## src/rtl/cal_i2c_pkg.sv

```systemverilog
`timescale 1ns/1ps
package cal_i2c_pkg;
  typedef enum logic [3:0] {
    ST_IDLE, ST_DEV, ST_DEV_ACK, ST_AHI, ST_AHI_ACK,
    ST_ALO, ST_ALO_ACK, ST_WR, ST_WR_ACK, ST_RD, ST_RD_ACK
  } tgt_state_e;

  localparam logic [15:0] UNLOCK_ADDR_D = 16'h6FFF;
  localparam logic [7:0]  UNLOCK_KEY_D  = 8'hD2;
  localparam logic [15:0] USER_BASE_D   = 16'h7000;
  localparam int          USER_BYTES_D  = 256;
  localparam logic [15:0] RO_BASE_D     = 16'h8000;
  localparam int          RO_BYTES_D    = 1024;
  localparam logic [15:0] TAG_OFF_D     = 16'h0100;
  localparam logic [7:0]  TAG_BYTE_D    = 8'hDD;
  localparam logic [7:0]  RO_SEED_D     = 8'h5A;
endpackage

```

## src/rtl/cal_bus_sense.sv

```systemverilog
`timescale 1ns/1ps
module cal_bus_sense (
  input  logic clk,
  input  logic rst_n,
  input  logic scl_i,
  input  logic sda_i,
  output logic scl_rise,
  output logic scl_fall,
  output logic bus_start,
  output logic bus_stop,
  output logic sda_s
);
  logic [1:0] scl_sync, sda_sync;
  logic       scl_d, sda_d;

  always_ff @(posedge clk or negedge rst_n) begin
    if (!rst_n) begin
      scl_sync <= 2'b11;
      sda_sync <= 2'b11;
      scl_d    <= 1'b1;
      sda_d    <= 1'b1;
    end else begin
      scl_sync <= {scl_sync[0], scl_i};
      sda_sync <= {sda_sync[0], sda_i};
      scl_d    <= scl_sync[1];
      sda_d    <= sda_sync[1];
    end
  end

  assign sda_s     = sda_sync[1];
  assign scl_rise  = scl_sync[1] & ~scl_d;
  assign scl_fall  = ~scl_sync[1] & scl_d;
  assign bus_start = scl_sync[1] & scl_d & sda_d & ~sda_sync[1];
  assign bus_stop  = scl_sync[1] & scl_d & ~sda_d & sda_sync[1];
endmodule

```

## src/rtl/cal_byte_engine.sv

```systemverilog
`timescale 1ns/1ps
module cal_byte_engine
  import cal_i2c_pkg::*;
#(
  parameter logic [6:0] DEV_ADDR = 7'h50,
  parameter int         AW       = 16
) (
  input  logic          clk,
  input  logic          rst_n,
  input  logic          scl_rise,
  input  logic          scl_fall,
  input  logic          bus_start,
  input  logic          bus_stop,
  input  logic          sda_s,
  input  logic [7:0]    rd_byte,
  output logic [AW-1:0] ptr,
  output logic [7:0]    wr_byte,
  output logic          wr_en,
  output logic          sda_pull
);
  localparam int ABYTES = AW / 8;

  tgt_state_e st;
  logic [3:0] cnt;
  logic [7:0] sh;
  logic       rnw, nack;

  wire rx_state = (st == ST_DEV) || (st == ST_AHI) || (st == ST_ALO) || (st == ST_WR);

  always_ff @(posedge clk or negedge rst_n) begin
    if (!rst_n) begin
      st <= ST_IDLE; cnt <= '0; sh <= '0; ptr <= '0;
      rnw <= 1'b0; nack <= 1'b0; wr_en <= 1'b0; sda_pull <= 1'b0;
    end else begin
      wr_en <= 1'b0;
      if (bus_start) begin
        st <= ST_DEV; cnt <= '0; sda_pull <= 1'b0;
      end else if (bus_stop) begin
        st <= ST_IDLE; sda_pull <= 1'b0;
      end else if (scl_rise) begin
        if (rx_state) begin
          sh  <= {sh[6:0], sda_s};
          cnt <= cnt + 4'd1;
        end
        if (st == ST_RD_ACK) nack <= sda_s;
      end else if (scl_fall) begin
        case (st)
          ST_DEV: if (cnt == 4'd8) begin
            if (sh[7:1] == DEV_ADDR) begin
              rnw <= sh[0]; sda_pull <= 1'b1; st <= ST_DEV_ACK;
            end else st <= ST_IDLE;
          end
          ST_AHI: if (cnt == 4'd8) begin
            ptr[AW-1 -: 8] <= sh; sda_pull <= 1'b1; st <= ST_AHI_ACK;
          end
          ST_ALO: if (cnt == 4'd8) begin
            ptr[7:0] <= sh; sda_pull <= 1'b1; st <= ST_ALO_ACK;
          end
          ST_WR: if (cnt == 4'd8) begin
            wr_en <= 1'b1; sda_pull <= 1'b1; st <= ST_WR_ACK;
          end
          ST_DEV_ACK: begin
            cnt <= '0;
            if (rnw) begin
              sh <= rd_byte; sda_pull <= ~rd_byte[7]; st <= ST_RD;
            end else begin
              sda_pull <= 1'b0; st <= (ABYTES > 1) ? ST_AHI : ST_ALO;
            end
          end
          ST_AHI_ACK: begin sda_pull <= 1'b0; cnt <= '0; st <= ST_ALO; end
          ST_ALO_ACK: begin sda_pull <= 1'b0; cnt <= '0; st <= ST_WR; end
          ST_WR_ACK: begin
            sda_pull <= 1'b0; cnt <= '0; ptr <= ptr + 1'b1; st <= ST_WR;
          end
          ST_RD: if (cnt == 4'd7) begin
            sda_pull <= 1'b0; ptr <= ptr + 1'b1; st <= ST_RD_ACK;
          end else begin
            cnt <= cnt + 4'd1; sda_pull <= ~sh[6]; sh <= {sh[6:0], 1'b0};
          end
          ST_RD_ACK: if (!nack) begin
            cnt <= '0; sh <= rd_byte; sda_pull <= ~rd_byte[7]; st <= ST_RD;
          end else st <= ST_IDLE;
          default: st <= ST_IDLE;
        endcase
      end
    end
  end

  assign wr_byte = sh;

  p_stop_idle_r10: assert property (@(posedge clk) disable iff (!rst_n)
    bus_stop |=> (st == ST_IDLE) && !sda_pull);
  p_nack_release_r4: assert property (@(posedge clk) disable iff (!rst_n)
    (st == ST_RD_ACK) && scl_fall && nack |=> !sda_pull && (st == ST_IDLE));
  p_addr_step_r3: assert property (@(posedge clk) disable iff (!rst_n)
    (st == ST_WR_ACK) && scl_fall |=> ptr == $past(ptr) + 1'b1);
  p_pull_only_owned_r2: assert property (@(posedge clk) disable iff (!rst_n)
    (st == ST_IDLE) || (st == ST_DEV) |-> !sda_pull);
endmodule

```

## src/rtl/cal_store.sv

```systemverilog
`timescale 1ns/1ps
module cal_store
  import cal_i2c_pkg::*;
#(
  parameter logic [15:0] UNLOCK_ADDR = UNLOCK_ADDR_D,
  parameter logic [7:0]  UNLOCK_KEY  = UNLOCK_KEY_D,
  parameter logic [15:0] USER_BASE   = USER_BASE_D,
  parameter int          USER_BYTES  = USER_BYTES_D,
  parameter logic [15:0] RO_BASE     = RO_BASE_D,
  parameter int          RO_BYTES    = RO_BYTES_D
) (
  input  logic        clk,
  input  logic        rst_n,
  input  logic [15:0] addr,
  input  logic [7:0]  wdata,
  input  logic        wr_en,
  output logic [7:0]  rdata
);
  localparam int UIDX_W = $clog2(USER_BYTES);

  logic [7:0]              ubyte [USER_BYTES];
  logic [USER_BYTES*8-1:0] uflat;
  logic                    unlocked;
  logic [15:0]             uoff, roff;
  logic                    in_user, in_ro, hit_key;
  logic [UIDX_W-1:0]       uidx;

  assign uoff    = addr - USER_BASE;
  assign roff    = addr - RO_BASE;
  assign in_user = uoff < 16'(USER_BYTES);
  assign in_ro   = roff < 16'(RO_BYTES);
  assign uidx    = uoff[UIDX_W-1:0];
  assign hit_key = (addr == UNLOCK_ADDR);

  always_ff @(posedge clk or negedge rst_n) begin
    if (!rst_n) unlocked <= 1'b0;
    else if (wr_en && hit_key) unlocked <= (wdata == UNLOCK_KEY);
  end

  for (genvar i = 0; i < USER_BYTES; i++) begin : g_user
    always_ff @(posedge clk or negedge rst_n) begin
      if (!rst_n) ubyte[i] <= 8'hFF;
      else if (wr_en && unlocked && in_user && (uidx == UIDX_W'(i)))
        ubyte[i] <= wdata;
    end
    assign uflat[i*8 +: 8] = ubyte[i];
  end

  function automatic logic [7:0] ro_value(input logic [15:0] o);
    if (o == TAG_OFF_D) return TAG_BYTE_D;
    return o[7:0] ^ {6'b0, o[9:8]} ^ RO_SEED_D;
  endfunction

  always_comb begin
    if (hit_key)      rdata = {7'b0, unlocked};
    else if (in_user) rdata = ubyte[uidx];
    else if (in_ro)   rdata = ro_value(roff);
    else              rdata = 8'hFF;
  end

  p_unlock_key_r5: assert property (@(posedge clk) disable iff (!rst_n)
    wr_en && hit_key && (wdata == UNLOCK_KEY) |=> unlocked);
  p_relock_r6: assert property (@(posedge clk) disable iff (!rst_n)
    wr_en && hit_key && (wdata != UNLOCK_KEY) |=> !unlocked);
  p_locked_hold_r7: assert property (@(posedge clk) disable iff (!rst_n)
    !unlocked |=> $stable(uflat));
  p_outside_hold_r8: assert property (@(posedge clk) disable iff (!rst_n)
    !(wr_en && in_user) |=> $stable(uflat));
endmodule

```

## src/rtl/cal_i2c_mem.sv

```systemverilog
`timescale 1ns/1ps
module cal_i2c_mem
  import cal_i2c_pkg::*;
#(
  parameter logic [6:0] DEV_ADDR = 7'h50
) (
  input  logic clk,
  input  logic rst_n,
  input  logic scl_i,
  input  logic sda_i,
  output logic sda_pull_o
);
  logic        scl_rise, scl_fall, bus_start, bus_stop, sda_s, wr_en;
  logic [15:0] ptr;
  logic [7:0]  wr_byte, rd_byte;

  cal_bus_sense u_sense (
    .clk(clk), .rst_n(rst_n), .scl_i(scl_i), .sda_i(sda_i),
    .scl_rise(scl_rise), .scl_fall(scl_fall),
    .bus_start(bus_start), .bus_stop(bus_stop), .sda_s(sda_s)
  );

  cal_byte_engine #(.DEV_ADDR(DEV_ADDR), .AW(16)) u_engine (
    .clk(clk), .rst_n(rst_n), .scl_rise(scl_rise), .scl_fall(scl_fall),
    .bus_start(bus_start), .bus_stop(bus_stop), .sda_s(sda_s),
    .rd_byte(rd_byte), .ptr(ptr), .wr_byte(wr_byte), .wr_en(wr_en),
    .sda_pull(sda_pull_o)
  );

  cal_store u_store (
    .clk(clk), .rst_n(rst_n), .addr(ptr), .wdata(wr_byte),
    .wr_en(wr_en), .rdata(rd_byte)
  );
endmodule

```

## config.mk

```make
export PLATFORM = sky130hd
export DESIGN_NAME = cal_i2c_mem
export DESIGN_NICKNAME = d
export VERILOG_FILES = /design/src/rtl/cal_i2c_pkg.sv /design/src/rtl/cal_bus_sense.sv /design/src/rtl/cal_byte_engine.sv /design/src/rtl/cal_store.sv /design/src/rtl/cal_i2c_mem.sv
export SDC_FILE = /design/constraint.sdc
export NUM_CORES = 2
export LEC_CHECK = 0
export ABC_AREA = 1
export CAP_MARGIN = 20
export CELL_PAD_IN_SITES_DETAIL_PLACEMENT = 0
export CELL_PAD_IN_SITES_GLOBAL_PLACEMENT = 1
export CORE_UTILIZATION = 35
export DETAILED_ROUTE_END_ITERATION = 6
export PLACE_DENSITY_LB_ADDON = 0.15
export RECOVER_POWER = 50
export SETUP_SLACK_MARGIN = 0.1
export SKIP_LAST_GASP = 1
export SYNTH_ARGS = -nofsm -noshare
export SYNTH_HDL_FRONTEND = slang
export SYNTH_SLANG_ARGS = --single-unit
```

## constraint.sdc

```tcl
create_clock -name clk -period 3.2 [get_ports clk]
set_input_delay 0.32 -clock clk [delete_from_list [all_inputs] [get_ports clk]]
set_output_delay 0.32 -clock clk [all_outputs]
set_load 0.005 [all_outputs]
```

## After elaboration in Yosys (flattened, before gate mapping)

Index checks and enable logic that the tools add are counted.

- Word-level logic and storage cells: 931
- Output and inout port bits: 1
- Input bits: 4
- Bits in registers: 2091

- Equality and inequality tests: 291
- Bitwise operators: 19
- Magnitude comparators: 3
- Multiplexer cells: 61
- Add/sub/neg operators: 4
- Reduce and logical (&&, ||, !) cells: 283

Operator list:

| cell | count |
|---|---|
| $eq 8x8->1 const B | 129 |
| $eq 8x7->1 const B | 64 |
| $logic_and 1x1->1 | 259 |
| $eq 8x6->1 const B | 32 |
| $eq 8x5->1 const B | 16 |
| $mux 8 | 14 |
| $mux 4 | 18 |
| $pmux 8 s3 | 3 |
| $bmux 8 s8 | 1 |
| $eq 8x4->1 const B | 8 |
| $pmux 4 s9 | 1 |
| $reduce_and 7->1 | 5 |
| $eq 8x3->1 const B | 4 |
| $ne 4x4->1 const B | 8 |
| $eq 4x3->1 const B | 5 |
| $mux 1 | 20 |
| $add 16x1->16 const B | 1 |
| $eq 16x15->1 const B | 1 |
| $eq 16x9->1 const B | 1 |
| $eq 4x4->1 const B | 4 |
| $eq 8x2->1 const B | 2 |
| $lt 16x11->1 const B | 1 |
| $lt 16x9->1 const B | 1 |
| $mux 16 | 1 |
| 36 further kinds | 62 |

## Depth between registers and ports, before layout

- Depth after elaboration: 17
- Depth in mapped cells: 21
- Depth with buffers taken out: 17

## By module

Synthesis repeated with hierarchy kept, for this count alone.

- Cells, all modules: 11053
- Area total of the unflattened synthesis: 95629.2 sq um

By module, submodules not included:

| module | times used | cells an instance | seq. area each (sq um) | area an instance (sq um) |
|---|---|---|---|---|
| cal_store | 1 | 10622 | 53836.6 | 92725.2 |
| cal_byte_engine | 1 | 414 | 900.9 | 2705.1 |
| cal_bus_sense | 1 | 17 | 157.7 | 198.9 |

## Least setup slack after synthesis

OpenSTA, ideal clock, no wires.

- Path kind: flip-flop to flip-flop
- From: register u_engine.ptr[0]
- To: register u_store.ubyte[237] in the netlist's numbering
- Arrival time: 2.312 ns
- Slack: 0.802 ns
- Data required time: 3.114 ns
- Cell stages (with the launch flop): 15
- Path through: dfrtp_1 > buf_2 > inv_2 > buf_4 > buf_2 > buf_2 > buf_2 > ha_1 > nand2_4 > nor2_4 > buf_12 > nand2_2 > buf_6 > nand2_1 > o21ai_2

- Word-level cells in the longest chain between the ends: 4
- Elaborated cells on any way between the ends: 5
- Those cells by class: add/sub (1); order compare (1); eq/ne (1); reduce/logical (2)

Ends and longest elaborated chain:

| element | line | text |
|---|---|---|
| start, declared | cal_byte_engine.sv:16 | `output logic [AW-1:0] ptr,` |
| start signal, assigned | cal_byte_engine.sv:32 | `st <= ST_IDLE; cnt <= '0; sh <= '0; ptr <= '0;` |
| start signal, assigned by index | cal_byte_engine.sv:54 | `ptr[AW-1 -: 8] <= sh; sda_pull <= 1'b1; st <= ST_AHI_ACK;` |
| start signal, assigned | cal_byte_engine.sv:57 | `ptr[7:0] <= sh; sda_pull <= 1'b1; st <= ST_ALO_ACK;` |
| $sub 16x15->16 (*) | cal_store.sv:28 | `assign uoff = addr - USER_BASE;` |
| $lt 16x9->1 | cal_store.sv:30 | `assign in_user = uoff < 16'(USER_BYTES);` |
| $logic_and 1x1->1 | cal_store.sv:43 | `else if (wr_en && unlocked && in_user && (uidx == UIDX_W'(i)))` |
| $logic_and 1x1->1 (*) | cal_store.sv:43 |  |
| end signal, assigned by index | cal_store.sv:44 | `ubyte[i] <= wdata;` |
| end, declared | cal_store.sv:21 | `logic [7:0] ubyte [USER_BYTES];` |

Mark *: on every way between the ends. The rest lies on a longest branch, timed or not.
A chain may end at the register's enable or synchronous reset.

## Worst setup path in the final report

- From: register u_engine.ptr[0]
- To: register u_engine.sh[2], in the netlist u_engine.wr_byte[2]

- Word-level cells in the longest chain between the ends: 14
- Elaborated cells on any way between the ends: 24
- Those cells by class: add/sub (2); order compare (2); eq/ne (2); mux (16); bitwise (2)

Ends and longest elaborated chain:

| element | line | text |
|---|---|---|
| parallel branches: the longest is 9 deep, another holds $sub 16x15->16 | - |  |
| $mux 8 (*) | cal_store.sv:55 | `if (hit_key) rdata = {7'b0, unlocked};` |
| $mux 8 (on tied branches) | cal_byte_engine.sv:80, cal_byte_engine.sv:64 |  |
| $pmux 8 s3 (*) | cal_byte_engine.sv:47 | `case (st)` |
| $mux 8 (*) | cal_byte_engine.sv:46 | `end else if (scl_fall) begin` |
| $mux 8 (*) | cal_byte_engine.sv:40 | `end else if (scl_rise) begin` |
| end signal, assigned | cal_byte_engine.sv:42 | `sh <= {sh[6:0], sda_s};` |
| end signal, assigned | cal_byte_engine.sv:78 | `cnt <= cnt + 4'd1; sda_pull <= ~sh[6]; sh <= {sh[6:0], 1'b0};` |
| end, declared | cal_byte_engine.sv:25 | `logic [7:0] sh;` |

Mark *: on every way between the ends. The select of a mux whose other input is x is not followed.

==> metrics.yaml <==
power:
  p_per_area_nw_per_um2: 532
  power_uw: 59800
  peakVddDrop_mv: 0.484
  p_leak_uw: 0.0453
worst_setup_path:
  slowest_delay_ns: 0.57
  cp_cell_sequence: "buf_12 -> buf_4 -> nor2_1 -> nor2_1 -> o21ai_0 -> o21ai_0 -> buf_4 -> a21o_1 -> o21ai_0 -> buf_4 -> nand2_1 -> nand2_1 -> nand3_1 -> o21ai_1 -> a21oi_1"
  required_ns: 4.01
  critPathArrivalTime_ns: 3.87
  cp-start-kind: "flop"
  endpoint_kind: "flop"
  r2r_cells: 15
  worstSetupPathType: "flop to flop"
  slowest_stage: "dfrtp_4"
  path_max_fanout: 24
clocking:
  cts_tree: "built"
  cts_buffers: 243
  clkTransAtPathRegs_ns: 0.06
  cts_num_sinks: 2091
  htreeDepth: 4
  clockRootBuffer: "clkbuf_16"
  clockBufferDepth: 4
  clkLatencyLatePin_ns: 0.92
synth:
  yosysTopAreaCell: "dfstp_2"
  synthesis.nets: 11700
  synthCells: 11700
  synth_edf_count: 0
  syn_avg_cell_area_sq_um: 8.50
  synth_cell_type_count: 45
  yosys.area.top_type_share_pct: 54.3
  yosysSeqAreaShare_pct: 55.3
  ys_async_sr_fraction_pct: 100
  netlist_top_cells_area: "dfstp_2 54%, nand2_1 12%, o21ai_0 10%, o21ai_1 5.6%, nor2_1 4.8%"
  synth_seq_cells: 2091
  synthTopCellsByCount: "3272 x nand2_1, 2054 x dfstp_2, 2045 x o21ai_0"
  synth_area_sq_um: 99300
  yosysMostFrequentCell: "nand2_1"
  yosys_warnings: 0
  synth_flop_cell: "dfstp_2"
sta:
  tightest_slew_ns: 2.07
  setup_tns_ns: 0
  period_share_pct: 95.8
  final-setup-viol-count: 0
  fin_ws_ns: 0.134
  period_needed_ns: 3.07
  finalClockSkew_ns: 0.0528
  rsz0062_at_grt: "yes"
  fmax_mhz: 326
  slew-limit-headroom_pct: -38.2
  drv_slew: 497
  hold_viol_final: 0
outcome:
  violations: "max-capacitance violations, max-slew violations"
  status: "complete, but fails checks"
route:
  totalWireLength_um: 358000
  first_iter_violations: 7203
  drc: 0
  vias: 81200
  vias_per_cell: 5.28
  wl_per_cell_um: 23.3
  drtAntennaViolNets: 0
  detail_route.first_pass.iterations: 6
floorplan:
  dieArea_sq_um: 286000
  fp.dieH_um: 535
  start_util_pct: 35.2
  core_area_sq_um: 282000
  io_pins: 5
  fp.dieW_um: 535
  rows: 195
min_path:
  worstHoldPathCells: 0
  hp-class: "flop to flop"
global_route:
  grt_pass1_wl_um: 538000
  grt_usage_pct: 24.7
  antenna_found_initial: 12
  grt_pass1_vias: 79000
  grt_overflow: 0
  grt_max_degree: 166
finish:
  area_growth_pct: 13.1
  layout-drive-gt1-share_pct: 26.8
  nNetsFinal: 11400
  utilization_pct: 39.8
placement:
  gp_congestion: 0.874
  hpwlAfterDp_um: 218000
  place_ws_ns: -0.406
  port_buffers: 4
run:
  maxCapViolations: 5
## power breakdown
part	switching, uW	internal [uW]
registers	93.9	26600
clock network	11900	17200
logic	3520	401
## critical path, delay by kind of cell (launching register included)
family / cells / cell delay, ns
and+or+nand+nor: 5 / 0.51
AOI/OAI and AO/OA: 6 / 1.01
DFF: 1 / 0.57
buffers and inverters: 4 / 0.84
## cell usage in the layout, fill, tap and decap left out, types with 158 or more instances in the layout
cell       Yosys  routed
buf_4         15     279
nor2_1      1265    1245
dfstp_2     2054    2052
clkbuf_16      0     249
nand2_1     3272    3269
o22ai_1      337     337
o21ai_1     1117    1124
o21ai_0     2045    2032
inv_1        166     158
nand2_4      163     163
## cell type report
class	instances	area, sq um
antenna	2	5.00
clock buffer	370	7330
clock inverter	76	1030
fill	28600	170000
inverter	178	778
multi-input combinational	8485	38900
sequential	2091	54900
tap	3743	4680
timing repair buffer	437	4790
## cell families (layout without fill, tap and decap cells)
family,after synthesis,count (layout),share of synthesized area [%]
buffers and inverters,1105,1061,5.77
AND/OR/NAND/NOR,4870,4870,20.1
multiplexers,2,2,0.0202
other,0,2,0
XOR/XNOR,5,5,0.0441
AO/OA/AOI/OAI,3602,3602,18.7
adder cells (fa/ha/maj),6,6,0.0756
flip-flops,2091,2091,55.3
## flip-flops by register name (all words and copies together) (netlist names)
name               count
u_store.ubyte       2048
u_engine.ptr          16
u_engine.wr_byte       8
u_engine.cnt           4
u_engine.st            4
u_sense.scl_sync       2
u_sense.sda_sync       2
u_engine.nack          1
u_engine.rnw           1
u_engine.sda_pull      1
u_engine.wr_en         1
u_sense.scl_d          1
u_sense.sda_d          1
u_store.unlocked       1
## what timing repair did
action                                 in CTS  in global routing
buffers inserted                            0                  2
setup endpoints to repair                   5                  9
hold buffers                                3                  0
endpoints found under the hold margin     259                  0
cloned                                      1                  2
pin swaps                                   0                  4
gates resized for setup                    16                 34
## through the flow
stage               area, sq um  hold WS [ns]  cells
detailed placement       104000         0.350  14900
CTS                      112000         0.239  15400
finish                   112000         0.365  15400
floorplan                 99300        0.0244  11700
global route             112000         0.369  15400
global placement         104000         0.351  14900
## routing by layer
| metal | part of all wire [%] | wire (um) | up-vias | track usage, % |
|---|---|---|---|---|
| met5 | 0.0036 | 13 | - | 0 |
| met4 | 2.8 | 9900 | 2 | 6.38 |
| met3 | 5.4 | 19500 | 451 | 3.33 |
| met2 | 45 | 162000 | 2190 | 39.1 |
| met1 | 47 | 166000 | 40300 | 35.4 |
| li1 | - | - | 38200 | - |
## path summary, 6_finish.rpt
check,from,endpoint,slack (ns)
worst min-delay path,u_sense.scl_sync[0]$_DFF_PN1_,u_sense.scl_sync[1]$_DFF_PN1_,0.36
worst max register to register,u_engine.ptr[0]$_DFFE_PN0P_,u_engine.wr_byte[2]$_DFFE_PN0P_,0.13
worst min register to register,u_sense.scl_sync[0]$_DFF_PN1_,u_sense.scl_sync[1]$_DFF_PN1_,0.36
worst max-delay path,u_engine.ptr[0]$_DFFE_PN0P_,u_engine.wr_byte[2]$_DFFE_PN0P_,0.13
max in group asynchronous,rst_n,u_store.ubyte[1452]$_DFFE_PN1P_,0.22
min in group asynchronous,rst_n,u_store.ubyte[1005]$_DFFE_PN1P_,1.20
(Power assumes the default switching activity.)
